===== src/rtl/agc_pkg.sv =====
package agc_pkg;

    localparam int LVL_W = 8;

    typedef logic [LVL_W-1:0] level_t;

    typedef enum logic [2:0] {
        BAND_COLD,
        BAND_COOL,
        BAND_HOLD,
        BAND_WARM,
        BAND_HOT
    } band_e;

    typedef struct packed {
        logic   valid;
        level_t level;
    } level_msg_t;

    // fractional part of the log: round(12.0412 * log2(1 + m/16))
    function automatic logic [3:0] frac_lut(input logic [3:0] m);
        logic [3:0] r;
        case (m)
            4'd0:  r = 4'd0;
            4'd1:  r = 4'd1;
            4'd2:  r = 4'd2;
            4'd3:  r = 4'd3;
            4'd4:  r = 4'd4;
            4'd5:  r = 4'd5;
            4'd6:  r = 4'd6;
            4'd7:  r = 4'd6;
            4'd8:  r = 4'd7;
            4'd9:  r = 4'd8;
            4'd10: r = 4'd8;
            4'd11: r = 4'd9;
            4'd12: r = 4'd10;
            4'd13: r = 4'd10;
            4'd14: r = 4'd11;
            default: r = 4'd11;
        endcase
        return r;
    endfunction

    function automatic logic signed [3:0] step_of(input band_e b);
        logic signed [3:0] s;
        case (b)
            BAND_HOT:  s = -4'sd5;
            BAND_WARM: s = -4'sd1;
            BAND_HOLD: s = 4'sd0;
            BAND_COOL: s = 4'sd1;
            default:   s = 4'sd3;
        endcase
        return s;
    endfunction

endpackage


===== src/rtl/agc_envelope.sv =====
module agc_envelope #(
    parameter int SAMPLE_W = 16,
    localparam int ENV_W   = SAMPLE_W + 1
) (
    input  logic                clk,
    input  logic                rst,
    input  logic                in_valid,
    input  logic [SAMPLE_W-1:0] in_i,
    input  logic [SAMPLE_W-1:0] in_q,
    output logic                env_valid,
    output logic [ENV_W-1:0]    env
);

    logic [SAMPLE_W-1:0] raw [2];
    logic [SAMPLE_W-1:0] mag [2];

    assign raw[0] = in_i;
    assign raw[1] = in_q;

    // one magnitude unit per rail; the most negative code maps to 2^(W-1)
    for (genvar c = 0; c < 2; c++) begin : g_mag
        assign mag[c] = raw[c][SAMPLE_W-1] ? (~raw[c] + 1'b1) : raw[c];
    end

    always_ff @(posedge clk) begin
        if (rst) begin
            env_valid <= 1'b0;
            env       <= '0;
        end else begin
            env_valid <= in_valid;
            if (in_valid) begin
                env <= {1'b0, mag[0]} + {1'b0, mag[1]};
            end
        end
    end

endmodule


===== src/rtl/agc_frame_acc.sv =====
module agc_frame_acc #(
    parameter int ENV_W      = 17,
    parameter int FRAME_LOG2 = 10,
    localparam int ACC_W     = ENV_W + FRAME_LOG2
) (
    input  logic             clk,
    input  logic             rst,
    input  logic             env_valid,
    input  logic [ENV_W-1:0] env,
    output logic             avg_valid,
    output logic [ENV_W-1:0] avg
);

    logic [FRAME_LOG2-1:0] cnt;
    logic [ACC_W-1:0]      acc;
    logic [ACC_W-1:0]      sum;
    logic                  last;

    assign sum  = acc + ACC_W'(env);
    assign last = &cnt;

    always_ff @(posedge clk) begin
        if (rst) begin
            cnt       <= '0;
            acc       <= '0;
            avg       <= '0;
            avg_valid <= 1'b0;
        end else begin
            avg_valid <= 1'b0;
            if (env_valid) begin
                cnt <= cnt + 1'b1;
                if (last) begin
                    acc       <= '0;
                    avg       <= sum[ACC_W-1:FRAME_LOG2];
                    avg_valid <= 1'b1;
                end else begin
                    acc <= sum;
                end
            end
        end
    end

endmodule


===== src/rtl/agc_log_conv.sv =====
module agc_log_conv
    import agc_pkg::*;
#(
    parameter int AVG_W  = 17,
    localparam int POS_W = $clog2(AVG_W)
) (
    input  logic             clk,
    input  logic             rst,
    input  logic             avg_valid,
    input  logic [AVG_W-1:0] avg,
    output level_msg_t       out
);

    logic [POS_W-1:0] lead;
    logic [AVG_W-1:0] norm;
    logic [3:0]       frac;
    level_t           lvl_d;

    // highest set bit wins
    always_comb begin
        lead = '0;
        for (int b = 0; b < AVG_W; b++) begin
            if (avg[b]) lead = POS_W'(b);
        end
    end

    assign norm = avg << (POS_W'(AVG_W - 1) - lead);
    assign frac = norm[AVG_W-2 -: 4];

    always_comb begin
        if (avg == '0) lvl_d = '0;
        else           lvl_d = LVL_W'(int'(lead) * 12 + int'(frac_lut(frac)));
    end

    always_ff @(posedge clk) begin
        if (rst) begin
            out <= '0;
        end else begin
            out.valid <= avg_valid;
            if (avg_valid) out.level <= lvl_d;
        end
    end

endmodule


===== src/rtl/agc_gain_step.sv =====
module agc_gain_step
    import agc_pkg::*;
#(
    parameter int GAIN_W    = 6,
    parameter int GAIN_MAX  = 50,
    parameter int GAIN_INIT = 25,
    parameter int TH_LOW    = 84,
    parameter int TH_MID    = 108,
    parameter int TH_HIGH   = 132,
    parameter int TH_TOP    = 156
) (
    input  logic              clk,
    input  logic              rst,
    input  level_msg_t        in,
    output logic [GAIN_W-1:0] gain,
    output logic              gain_valid
);

    localparam int SUM_W = GAIN_W + 2;
    localparam level_t L_LOW  = level_t'(TH_LOW);
    localparam level_t L_MID  = level_t'(TH_MID);
    localparam level_t L_HIGH = level_t'(TH_HIGH);
    localparam level_t L_TOP  = level_t'(TH_TOP);
    localparam logic signed [SUM_W-1:0] MAX_S = SUM_W'(GAIN_MAX);

    band_e                    band;
    logic signed [SUM_W-1:0]  stepped;
    logic [GAIN_W-1:0]        clamped;

    always_comb begin
        if (in.level >= L_TOP)       band = BAND_HOT;
        else if (in.level >= L_HIGH) band = BAND_WARM;
        else if (in.level >= L_MID)  band = BAND_HOLD;
        else if (in.level >= L_LOW)  band = BAND_COOL;
        else                         band = BAND_COLD;
    end

    assign stepped = $signed({2'b00, gain}) + SUM_W'(step_of(band));

    always_comb begin
        if (stepped < 0)          clamped = '0;
        else if (stepped > MAX_S) clamped = GAIN_W'(GAIN_MAX);
        else                      clamped = stepped[GAIN_W-1:0];
    end

    always_ff @(posedge clk) begin
        if (rst) begin
            gain       <= GAIN_W'(GAIN_INIT);
            gain_valid <= 1'b0;
        end else begin
            gain_valid <= in.valid;
            if (in.valid) gain <= clamped;
        end
    end

endmodule


===== src/rtl/agc_stepper.sv =====
module agc_stepper
    import agc_pkg::*;
#(
    parameter int SAMPLE_W   = 16,
    parameter int FRAME_LOG2 = 10,
    parameter int GAIN_W     = 6,
    parameter int GAIN_MAX   = 50,
    parameter int GAIN_INIT  = 25,
    parameter int TH_LOW     = 84,
    parameter int TH_MID     = 108,
    parameter int TH_HIGH    = 132,
    parameter int TH_TOP     = 156
) (
    input  logic                clk,
    input  logic                rst,
    input  logic                in_valid,
    input  logic [SAMPLE_W-1:0] in_i,
    input  logic [SAMPLE_W-1:0] in_q,
    output logic [GAIN_W-1:0]   gain,
    output logic                gain_valid,
    output logic [LVL_W-1:0]    frame_level
);

    localparam int ENV_W = SAMPLE_W + 1;

    logic             env_valid;
    logic [ENV_W-1:0] env;
    logic             avg_valid;
    logic [ENV_W-1:0] avg;
    level_msg_t       lvl;

    agc_envelope #(.SAMPLE_W(SAMPLE_W)) u_env (
        .clk       (clk),
        .rst       (rst),
        .in_valid  (in_valid),
        .in_i      (in_i),
        .in_q      (in_q),
        .env_valid (env_valid),
        .env       (env)
    );

    agc_frame_acc #(.ENV_W(ENV_W), .FRAME_LOG2(FRAME_LOG2)) u_acc (
        .clk       (clk),
        .rst       (rst),
        .env_valid (env_valid),
        .env       (env),
        .avg_valid (avg_valid),
        .avg       (avg)
    );

    agc_log_conv #(.AVG_W(ENV_W)) u_log (
        .clk       (clk),
        .rst       (rst),
        .avg_valid (avg_valid),
        .avg       (avg),
        .out       (lvl)
    );

    agc_gain_step #(
        .GAIN_W    (GAIN_W),
        .GAIN_MAX  (GAIN_MAX),
        .GAIN_INIT (GAIN_INIT),
        .TH_LOW    (TH_LOW),
        .TH_MID    (TH_MID),
        .TH_HIGH   (TH_HIGH),
        .TH_TOP    (TH_TOP)
    ) u_gain (
        .clk        (clk),
        .rst        (rst),
        .in         (lvl),
        .gain       (gain),
        .gain_valid (gain_valid)
    );

    assign frame_level = lvl.level;

endmodule


===== config.mk =====
export PLATFORM = sky130hd
export DESIGN_NAME = agc_stepper
export DESIGN_NICKNAME = d
export VERILOG_FILES = /design/src/rtl/agc_pkg.sv /design/src/rtl/agc_envelope.sv /design/src/rtl/agc_frame_acc.sv /design/src/rtl/agc_log_conv.sv /design/src/rtl/agc_gain_step.sv /design/src/rtl/agc_stepper.sv
export SDC_FILE = /design/constraint.sdc
export NUM_CORES = 1
export LEC_CHECK = 0
export ABC_CLOCK_PERIOD_IN_PS = 5700
export CORE_MARGIN = 10
export CORE_UTILIZATION = 40
export DETAILED_ROUTE_END_ITERATION = 16
export DONT_BUFFER_PORTS = 1
export SKIP_CTS_REPAIR_TIMING = 1
export SLEW_MARGIN = 20
export SYNTH_ARGS = -nofsm -noshare
export SYNTH_HDL_FRONTEND = slang
export SYNTH_SLANG_ARGS = --single-unit

===== constraint.sdc =====
create_clock -name clk -period 5.7 [get_ports clk]
set_clock_uncertainty 0.15 [all_clocks]
set_input_delay 0.57 -clock clk [delete_from_list [all_inputs] [get_ports clk]]
set_output_delay 0.57 -clock clk [all_outputs]
set_load 0.01 [all_outputs]

==> reports/qor.log, run 1 <==
INFO  die            die-area=22900um^2
INFO  critical_path  most_frequent_cell_on_the_critical_path=sky130_fd_sc_hd__ha_1
INFO  power_and_ir_drop power.leakage=3.03nW
INFO  finish         final_layout_size_suffix_gt1_share=4.98%
INFO  sta            fin_hold_ws=152ps
INFO  placement      place.port_buffers=0
INFO  min_path       hold_path_depth=1
INFO  logic_synthesis synth.largest_area_cell=sky130_fd_sc_hd__dfxtp_1
INFO  route          drt-initial-drc-count=325
INFO  logic_synthesis mappedNetlistNets=955
INFO  finish         nNetsFinal=933
INFO  sta            setup_violations=0
INFO  sta            max_freq=0.208GHz
INFO  cts            cts-root-to-sink-buffers=2
INFO  finish         finish.utilization=43.5%
INFO  critical_path  worst_path_arrival=4910ps
INFO  route          wirelength=15100um
INFO  global_route   grt_pass1_vias=5387
INFO  route          average_detailed_routed_wire_length_per_instance=14.2um
INFO  route          route.detailed.drc=0
INFO  placement      post-dp-hpwl=11600um
INFO  die            number_of_primary_i_o_pins=50
INFO  logic_synthesis synth.avg_cell_area=8.01um^2
INFO  power_and_ir_drop vdd.ir_drop.worst=168uV
INFO  power_and_ir_drop power_density=214nW/um^2
INFO  placement      placed_cell_area=7000um^2
INFO  cts            clkTransAtPathRegs=80ps
INFO  run            drv.max_cap_violation_count=0
INFO  critical_path  regToRegStartpoint=u_acc.avg[16]
INFO  critical_path  critical_path.slowest_cell=sky130_fd_sc_hd__ha_1
INFO  min_path       hold_end=u_env.env[9]
INFO  cts            clk_root_buffer_cell=sky130_fd_sc_hd__clkbuf_16
INFO  global_route   grt.overflow.total=0
INFO  sta            final.setup.worst_slack=887ps
INFO  finish         postLayoutCellArea=7290um^2
INFO  sta            finalCritPeriodShare=84.4%
INFO  critical_path  required_time_of_the_critical_path=5800ps
INFO  logic_synthesis synth_enable_flop_cells=0
INFO  global_route   grt_first_pass_wirelength=26100um
INFO  die            floorplan.die.width=151um
INFO  die            placeableCoreArea=16800um^2
INFO  critical_path  critical-path-top-delay-family=simple AND/OR/NAND/NOR gates
INFO  critical_path  critical-path-max-stage-delay=550ps
INFO  sta            slew_headroom=45.9%
INFO  die            core.rowCount=47
INFO  route          drt_via_density=5.39
INFO  logic_synthesis synth_top_cells_by_count=89 x sky130_fd_sc_hd__dfxtp_1, 82 x sky130_fd_sc_hd__nor2_1, 78 x sky130_fd_sc_hd__nand2_1, 60 x sky130_fd_sc_hd__a21oi_1, 55 x sky130_fd_sc_hd__xnor2_1
INFO  logic_synthesis synth.top_cells.by_area=sky130_fd_sc_hd__dfxtp_1 26%, sky130_fd_sc_hd__ha_1 9.8%, sky130_fd_sc_hd__xnor2_1 7.0%, sky130_fd_sc_hd__nor2_1 4.5%, sky130_fd_sc_hd__a21oi_1 4.4%
INFO  cts            clk_latency_worst_skew_pair=350ps
INFO  logic_synthesis share_of_async_settable_or_async_resettable_flops_after_synthesis=0%
INFO  critical_path  cp_num_buf_inv=3
INFO  finish         insertedDiodeCount=0
INFO  critical_path  r2r-end=u_log.out[6]
INFO  sta            finalWorstPathRequiredPeriod=4810ps
INFO  logic_synthesis yosys_register_bits=89
INFO  critical_path  rrSetupSlack=890ps
INFO  critical_path  cp-start-kind=register
INFO  logic_synthesis ys.warnings.count=0
INFO  critical_path  cp-end-kind=register
INFO  route          total_via_count_in_the_routed_design=5732
INFO  logic_synthesis synth_instances=861
INFO  critical_path  reg2reg_depth=19
INFO  die            initial_standard_cell_utilization_of_the_core=41.1%
INFO  min_path       min_path_type=input port to register
INFO  finish         areaGrowthSynthToFinish=5.73%
INFO  global_route   grt_antenna_before_repair=0
INFO  logic_synthesis synth_top_area_share=25.8%
INFO  cts            numCtsBuffers=9
INFO  min_path       hold_path_startpoint=rst
INFO  cts            clock_sink_count=89
INFO  logic_synthesis number_of_library_cell_types_mapped_by_synthesis=74
INFO  sta            timing_worst_slew_pin_value=809ps
INFO  placement      gp_congestion=0.869
INFO  route          postRouteAntennaNets=0
INFO  power_and_ir_drop post-layout-total-power=1.56mW
INFO  global_route   grt_start_max_net_pins=63
INFO  cts            h-tree-depth=3
INFO  finish         final-instance-count-excl-fill=1064
INFO  placement      detailedPlace.worstSlack=904ps
INFO  sta            grt_setup_unrepaired=false
INFO  route          first_pass_iters=5
INFO  global_route   gr-usage-all-layers=13.6%
INFO  sta            final-hold-violation-count=0
INFO  logic_synthesis yosys.cell_count.top_type=sky130_fd_sc_hd__dfxtp_1
INFO  die            dieHeight=151um
INFO  sta            max_slew_violation_total_from_the_final_report=0
INFO  logic_synthesis synth.cell_area=6900um^2
INFO  logic_synthesis ys_dominant_reg_cell=sky130_fd_sc_hd__dfxtp_1
INFO  logic_synthesis synth_sequential_area_ratio=25.8%
INFO  placement      placed_cell_count=1048
INFO  critical_path  crit_type=register to register
INFO  critical_path  crit_path_cell_trace=or3_1, nor2_2, a21oi_2, buf_4, ha_1, inv_2, mux4_2, nor3b_1, nor3_2, ha_1, nand2_1, mux2i_1, ha_1, inv_1, fa_1, nand3b_1, xor2_1, a22oi_1, nor2_1
INFO  sta            sum_of_negative_setup_slack=0ps
INFO  run_status     status=completed
INFO  cts            tritoncts_clock_tree=built
INFO  critical_path  critical_path_peak_fanout=18
[how the worst max path moves through the flow]
stage / startpoint / end / slack (ps) / cells after the start
3_3_place_gp: u_acc.avg[16] / u_log.out[6] / 1000 / 19
6_report: u_acc.avg[16] / u_log.out[6] / 890 / 19
4_1_cts: u_acc.avg[2] / u_log.out[6] / 900 / 22
3_5_place_dp: u_acc.avg[16] / u_log.out[6] / 900 / 19
2_1_floorplan: u_acc.avg[8] / u_log.out[6] / 1490 / 22
5_1_grt: u_acc.avg[2] / u_log.out[6] / 370 / 22
[state kept, by name (all words and copies together), names as in the netlist]
name	count
u_gain.gain_valid	1
u_log.out	9
u_env.env_valid	1
u_acc.acc	27
u_gain.gain	6
u_acc.avg_valid	1
u_acc.cnt	10
u_env.env	17
u_acc.avg	17
[report_power, final]
part / total (mW) / switching [mW] / internal, mW
combinational: 0.310 / 0.164 / 0.145
clock: 0.585 / 0.277 / 0.307
sequential: 0.667 / 0.0174 / 0.650
[kinds of logic after synthesis]
group | Yosys count | share of synthesized area (%)
flip-flops | 89 | 25.8
AO/OA/AOI/OAI | 221 | 21.2
multiplexers | 23 | 3.97
AND/OR/NAND/NOR | 311 | 22.4
buffers and inverters | 78 | 5.08
XOR/XNOR | 80 | 10.3
adder cells (fa/ha/maj) | 59 | 11.2
[cell usage in the layout (no fill, tap or decap), types with 7 or more instances in the layout]
cell / count
sky130_fd_sc_hd__and2_1: 9
sky130_fd_sc_hd__clkbuf_16: 9
sky130_fd_sc_hd__nand3_1: 26
sky130_fd_sc_hd__nor2b_1: 22
sky130_fd_sc_hd__nand4_1: 8
sky130_fd_sc_hd__ha_1: 54
sky130_fd_sc_hd__a21oi_1: 60
sky130_fd_sc_hd__nor4_1: 7
sky130_fd_sc_hd__xnor2_1: 55
sky130_fd_sc_hd__a22o_1: 7
sky130_fd_sc_hd__o21ai_0: 48
sky130_fd_sc_hd__or3_1: 10
sky130_fd_sc_hd__nor3_1: 20
sky130_fd_sc_hd__nor2_1: 82
sky130_fd_sc_hd__nand2_1: 78
sky130_fd_sc_hd__and3_1: 11
sky130_fd_sc_hd__inv_1: 41
sky130_fd_sc_hd__xor2_1: 24
sky130_fd_sc_hd__mux2i_1: 18
sky130_fd_sc_hd__a21o_1: 16
sky130_fd_sc_hd__dfxtp_1: 89
sky130_fd_sc_hd__o31ai_1: 11
sky130_fd_sc_hd__nand2b_1: 19
sky130_fd_sc_hd__a31oi_1: 9
[layout make-up]
cell class	instances	area (um^2)
multi-input combinational	694	4760
sequential	89	1780
clock buffer	9	225
fill	1687	9470
clock inverter	7	65.1
tap	220	275
inverter	42	158
timing repair buffer	3	22.5
[layer usage]
metal	GRT usage [%]	wire length (um)	up-vias
met5	0	0	-
met4	4.91	306	0
met3	2.30	428	19
met2	21.4	6720	66
met1	18.2	7610	2607
li1	-	-	3040
Power figures use the tool's default switching activity.
==> run 2: changes to the inputs <==
Settings changed: ABC_CLOCK_PERIOD_IN_PS 5700 to 4150.
Clock period 5.7 ns to 4.15 ns, I/O delays scaled along.
==> reports/qor.log, run 2 (synthesis results as in run 1) <==
INFO  sta            setup_violations=2
INFO  critical_path  regToRegStartpoint=u_acc.avg[3]
INFO  route          postRouteAntennaNets=0
INFO  cts            clk_latency_worst_skew_pair=350ps
INFO  route          first_pass_iters=5
INFO  finish         final_layout_size_suffix_gt1_share=11.0%
INFO  run_status     status=finished with violations
INFO  cts            clock_sink_count=89
INFO  cts            clkTransAtPathRegs=70ps
INFO  die            initial_standard_cell_utilization_of_the_core=41.1%
INFO  sta            slew_headroom=48.7%
INFO  cts            tritoncts_clock_tree=built
INFO  sta            grt_setup_unrepaired=true
INFO  sta            finalWorstPathRequiredPeriod=4210ps
INFO  sta            max_slew_violation_total_from_the_final_report=0
INFO  critical_path  cp-start-kind=register
INFO  critical_path  critical_path_peak_fanout=4
INFO  global_route   grt_first_pass_wirelength=27500um
INFO  sta            final.setup.worst_slack=-63.1ps
INFO  placement      post-dp-hpwl=12200um
INFO  global_route   grt.overflow.total=0
INFO  sta            max_freq=0.237GHz
INFO  route          average_detailed_routed_wire_length_per_instance=14.6um
INFO  placement      place.port_buffers=0
INFO  cts            cts-root-to-sink-buffers=2
INFO  min_path       min_path_type=input port to register
INFO  finish         nNetsFinal=981
INFO  run            drv.max_cap_violation_count=0
INFO  cts            clk_root_buffer_cell=sky130_fd_sc_hd__clkbuf_16
INFO  placement      detailedPlace.worstSlack=-115ps
INFO  critical_path  critical_path.endpoint=u_log.out[6]
INFO  finish         insertedDiodeCount=0
INFO  finish         layout.cells.most_common=sky130_fd_sc_hd__dfxtp_1
INFO  run_status     violations=setup timing
INFO  global_route   grt_start_max_net_pins=63
INFO  critical_path  r2r-end=u_log.out[6]
INFO  die            die-area=22900um^2
INFO  finish         largest_register=u_acc.acc
INFO  route          total_via_count_in_the_routed_design=5970
INFO  power_and_ir_drop power.leakage=3.32nW
INFO  critical_path  rrSetupSlack=-60ps
INFO  sta            finalCritPeriodShare=102%
INFO  power_and_ir_drop power_density=290nW/um^2
INFO  route          drt-initial-drc-count=320
INFO  finish         finish.utilization=46.5%
INFO  critical_path  crit_start=u_acc.avg[3]
INFO  sta            timing_worst_slew_pin_value=766ps
INFO  die            placeableCoreArea=16800um^2
INFO  critical_path  worst_path_arrival=4300ps
INFO  sta            sum_of_negative_setup_slack=-67.7ps
INFO  power_and_ir_drop vdd.ir_drop.worst=266uV
INFO  route          route.detailed.drc=0
INFO  cts            numCtsBuffers=9
INFO  finish         areaGrowthSynthToFinish=13.0%
INFO  critical_path  reg2reg_depth=24
INFO  global_route   grt_pass1_vias=5630
INFO  critical_path  cp-end-kind=register
INFO  die            floorplan.die.width=151um
INFO  sta            final-hold-violation-count=0
INFO  die            number_of_primary_i_o_pins=50
INFO  die            core.rowCount=47
INFO  global_route   gr-usage-all-layers=14.3%
INFO  global_route   grt_antenna_before_repair=0
INFO  critical_path  required_time_of_the_critical_path=4240ps
INFO  critical_path  crit_type=register to register
INFO  finish         top_regs=u_acc.acc (27), u_acc.avg (17), u_env.env (17)
INFO  cts            h-tree-depth=3
INFO  sta            fin_hold_ws=21.1ps
INFO  die            dieHeight=151um
INFO  finish         largest_reg_flops=27
INFO  route          wirelength=16300um
INFO  placement      gp_congestion=0.878
INFO  route          drt_via_density=5.37
INFO  finish         layout_common_cells=87 x sky130_fd_sc_hd__dfxtp_1, 81 x sky130_fd_sc_hd__nor2_1, 78 x sky130_fd_sc_hd__nand2_1
INFO  power_and_ir_drop post-layout-total-power=2.26mW
==> run 2: worst min path at each step <==
stage | startpoint | end | depth (start not counted)
6_report | in_valid | u_env.env[1] | 1
5_1_grt | in_valid | u_env.env[1] | 1
4_1_cts | rst | u_log.out[8] | 1
3_5_place_dp | u_acc.acc[16] | u_acc.acc[16] | 2
3_3_place_gp | u_acc.acc[16] | u_acc.acc[16] | 2
2_1_floorplan | u_acc.acc[16] | u_acc.acc[16] | 2
==> run 2: power by group <==
part	leakage, nW	switching, mW	total, mW	internal [mW]
registers	0.723	0.0252	0.918	0.893
clock network	0.154	0.363	0.897	0.534
logic	2.45	0.234	0.447	0.214
==> run 2: layout make-up <==
class	instances	area, um^2
fillers	1675	8960
multi-input cells	694	4830
flip-flops and latches	89	1780
repair buffers	51	424
well taps	220	275
clock buffers	9	225
inverters	42	158
clock inverters	7	104
==> run 2: per-stage QoR <==
stage          cell area [um^2]  cells
6_report                   7800   1112
5_1_grt                    7800   1112
4_1_cts                    7590   1097
3_5_place_dp               7260   1081
3_3_place_gp               7260   1081
2_1_floorplan              6910    861
==> run 2: worst max-delay path: stages (launching register included) <==
cell and delay [ps]:
sky130_fd_sc_hd__dfxtp_2 330, sky130_fd_sc_hd__nor2_4 110, sky130_fd_sc_hd__nor3_2 50, sky130_fd_sc_hd__nor3_2 210, sky130_fd_sc_hd__nor3_2 50, sky130_fd_sc_hd__nor3_1 230, sky130_fd_sc_hd__o311ai_1 110, sky130_fd_sc_hd__nand2b_1 150
sky130_fd_sc_hd__ha_2 210, sky130_fd_sc_hd__nand4_1 110, sky130_fd_sc_hd__a21o_1 200, sky130_fd_sc_hd__and3_4 160, sky130_fd_sc_hd__and3_4 160, sky130_fd_sc_hd__a31oi_1 140, sky130_fd_sc_hd__o32a_1 220, sky130_fd_sc_hd__ha_2 200
sky130_fd_sc_hd__nand2_1 50, sky130_fd_sc_hd__mux2i_1 130, sky130_fd_sc_hd__ha_2 210, sky130_fd_sc_hd__inv_2 40, sky130_fd_sc_hd__fa_2 340, sky130_fd_sc_hd__nand3b_1 170, sky130_fd_sc_hd__xor2_1 150, sky130_fd_sc_hd__a22oi_1 140
sky130_fd_sc_hd__nor2_1 60
==> run 2: per-layer routing <==
metal | vias to the layer above | global-route usage, % | wire length, um
met5 | - | 0 | 0
met4 | 0 | 3.51 | 215
met3 | 13 | 2.95 | 517
met2 | 67 | 23.0 | 7490
met1 | 2766 | 19.1 | 8050
li1 | 3124 | - | -
==> run 3: changes to the inputs <==
Settings changed: GPL_TIMING_DRIVEN set to 0.
==> reports/qor.log, run 3 (synthesis results as in run 1) <==
INFO  power_and_ir_drop power.leakage=3.25nW
INFO  finish         nNetsFinal=983
INFO  min_path       hold_path_startpoint=in_valid
INFO  sta            max_slew_violation_total_from_the_final_report=0
INFO  finish         largest_reg_flops=27
INFO  route          total_via_count_in_the_routed_design=6016
INFO  die            die-area=22900um^2
INFO  critical_path  cp_num_buf_inv=3
INFO  route          drt-initial-drc-count=284
INFO  power_and_ir_drop power_frac_seq=41.8%
INFO  placement      post-dp-hpwl=12600um
INFO  power_and_ir_drop vdd.ir_drop.worst=277uV
INFO  die            initial_standard_cell_utilization_of_the_core=41.1%
INFO  min_path       min_path_type=input port to register
INFO  critical_path  critical_path.slowest_cell=sky130_fd_sc_hd__dfxtp_4
INFO  sta            finalCritPeriodShare=106%
INFO  sta            setup_violations=5
INFO  critical_path  crit_path_cell_trace=nor2_4, nor3_2, nor3_2, nor3_2, nor3_2, o311ai_2, nand2b_1, buf_6, ha_4, inv_8, mux4_2, nor3b_1, nor3_2, ha_2, nand2_1, mux2i_1, ha_2, inv_2, fa_2, nand3b_1, xor2_1, a22oi_1, nor2_1
INFO  critical_path  critical_path_peak_fanout=4
INFO  global_route   gr-usage-all-layers=14.7%
INFO  critical_path  reg2reg_depth=23
INFO  critical_path  cp-end-kind=register
INFO  power_and_ir_drop power_report.internal_total=1.52mW
INFO  global_route   grt.overflow.total=0
INFO  finish         insertedDiodeCount=0
INFO  critical_path  critical_path.endpoint=u_log.out[6]
INFO  sta            timing_worst_slew_pin_value=933ps
INFO  cts            numCtsBuffers=9
INFO  sta            slew_headroom=37.0%
INFO  critical_path  cp-start-kind=register
INFO  sta            final-hold-violation-count=0
INFO  critical_path  worst_path_arrival=4480ps
INFO  sta            grt_setup_unrepaired=true
INFO  global_route   grt_pass1_vias=5650
INFO  power_and_ir_drop clock_power_share=37.8%
INFO  route          first_pass_iters=5
INFO  cts            cts-root-to-sink-buffers=2
INFO  finish         largest_register=u_acc.acc
INFO  die            dieHeight=151um
INFO  finish         postLayoutCellArea=7780um^2
INFO  critical_path  crit_type=register to register
INFO  finish         layout_common_cells=85 x sky130_fd_sc_hd__dfxtp_1, 81 x sky130_fd_sc_hd__nor2_1, 77 x sky130_fd_sc_hd__nand2_1
INFO  global_route   grt_start_max_net_pins=20
INFO  cts            tritoncts_clock_tree=built
INFO  power_and_ir_drop share_comb_of_total_power=20.4%
INFO  critical_path  crit_start=u_acc.avg[2]
INFO  cts            clkTransAtPathRegs=80ps
INFO  critical_path  critical-path-top-delay-family=simple AND/OR/NAND/NOR gates
INFO  cts            clock_sink_count=89
INFO  global_route   grt_first_pass_wirelength=27500um
INFO  cts            clk_latency_worst_skew_pair=370ps
INFO  run_status     violations=setup timing
INFO  placement      gp_congestion=0.845
INFO  die            number_of_primary_i_o_pins=50
INFO  route          route.detailed.drc=0
INFO  critical_path  most_frequent_cell_on_the_critical_path=sky130_fd_sc_hd__nor3_2
INFO  critical_path  regToRegStartpoint=u_acc.avg[2]
INFO  finish         layout.cells.most_common=sky130_fd_sc_hd__dfxtp_1
INFO  critical_path  worst-path-stages=23
INFO  finish         final_layout_size_suffix_gt1_share=10.9%
INFO  sta            max_freq=0.228GHz
INFO  die            placeableCoreArea=16800um^2
INFO  run            drv.max_cap_violation_count=0
INFO  route          wirelength=16500um
INFO  sta            final.setup.worst_slack=-232ps
INFO  finish         fill_cell_instance_count_of_the_final_layout=1658
INFO  finish         areaGrowthSynthToFinish=12.9%
INFO  route          postRouteAntennaNets=0
INFO  finish         finish.utilization=46.5%
INFO  power_and_ir_drop switching_power_share_of_the_total=30.8%
INFO  route          drt_via_density=5.40
INFO  cts            h-tree-depth=3
INFO  placement      place.port_buffers=0
INFO  critical_path  r2r-end=u_log.out[6]
INFO  die            floorplan.die.width=151um
INFO  run_status     status=finished with violations
INFO  power_and_ir_drop net-switching-power=676uW
INFO  global_route   grt_antenna_before_repair=0
INFO  critical_path  rrSetupSlack=-230ps
INFO  power_and_ir_drop power_density=282nW/um^2
INFO  die            core.rowCount=47
INFO  critical_path  required_time_of_the_critical_path=4250ps
INFO  sta            sum_of_negative_setup_slack=-517ps
INFO  finish         top_regs=u_acc.acc (27), u_acc.avg (17), u_env.env (17)
INFO  route          average_detailed_routed_wire_length_per_instance=14.8um
INFO  cts            clk_root_buffer_cell=sky130_fd_sc_hd__clkbuf_16
INFO  sta            finalWorstPathRequiredPeriod=4380ps
INFO  placement      detailedPlace.worstSlack=-546ps
INFO  critical_path  critical-path-max-stage-delay=370ps
INFO  placement      placed_cell_area=7180um^2
-- run 3: cell types whose count changed in the layout (fill, tap and decap cells not counted), sizes merged --
cell | previous run | this run
clkbuf | 9 | 27
dlygate4sd3 | 10 | 0
buf | 41 | 35
inv | 43 | 47
bufinv | 2 | 0
clkinvlp | 2 | 0
-- run 3: how the worst min path moves through the flow --
| stage | slack (ps) | endpoint | cells past startpoint |
|---|---|---|---|
| final | 130 | u_env.env[15] | 2 |
| after global placement | 300 | u_acc.acc[16] | 2 |
| after CTS | 130 | u_env.env[15] | 2 |
| after global routing | 130 | u_env.env[15] | 2 |
| after detailed placement | 310 | u_acc.acc[16] | 2 |
| after floorplan | 280 | u_acc.acc[16] | 2 |
-- run 3: per-stage QoR --
step,power (mW),cells,hold slack [ps]
3_3_place_gp,1.38,1081,300
4_1_cts,2.23,1097,127
6_report,2.20,1114,130
3_5_place_dp,1.39,1081,305
5_1_grt,2.34,1114,131
2_1_floorplan,1.30,861,279
-- run 3: layout make-up --
class	count	area [um^2]	area share [%]
sequential	89	1790	23.0
buffer	35	196	2.52
timing repair buffer	18	143	1.83
tap	220	275	3.54
multi-input combinational	694	4910	63.1
clock buffer	9	225	2.89
inverter	42	165	2.12
clock inverter	7	76.3	0.980
-- run 3: per-layer routing --
layer,share of wire (%),up-vias,track usage (%)
met5,0,-,0
met4,1.5,0,4.33
met3,3.5,20,3.22
met2,48,75,24.0
met1,47,2774,18.8
li1,-,3147,-
-- run 3: power by group through the flow --
stage | registers (mW) | clock network (mW) | logic [mW]
2_1_floorplan | 0.928 | 0 | 0.369
3_3_place_gp | 0.939 | 0 | 0.443
4_1_cts | 0.919 | 0.857 | 0.452
5_1_grt | 0.921 | 0.896 | 0.519
6_report | 0.917 | 0.831 | 0.448
3_5_place_dp | 0.939 | 0 | 0.448
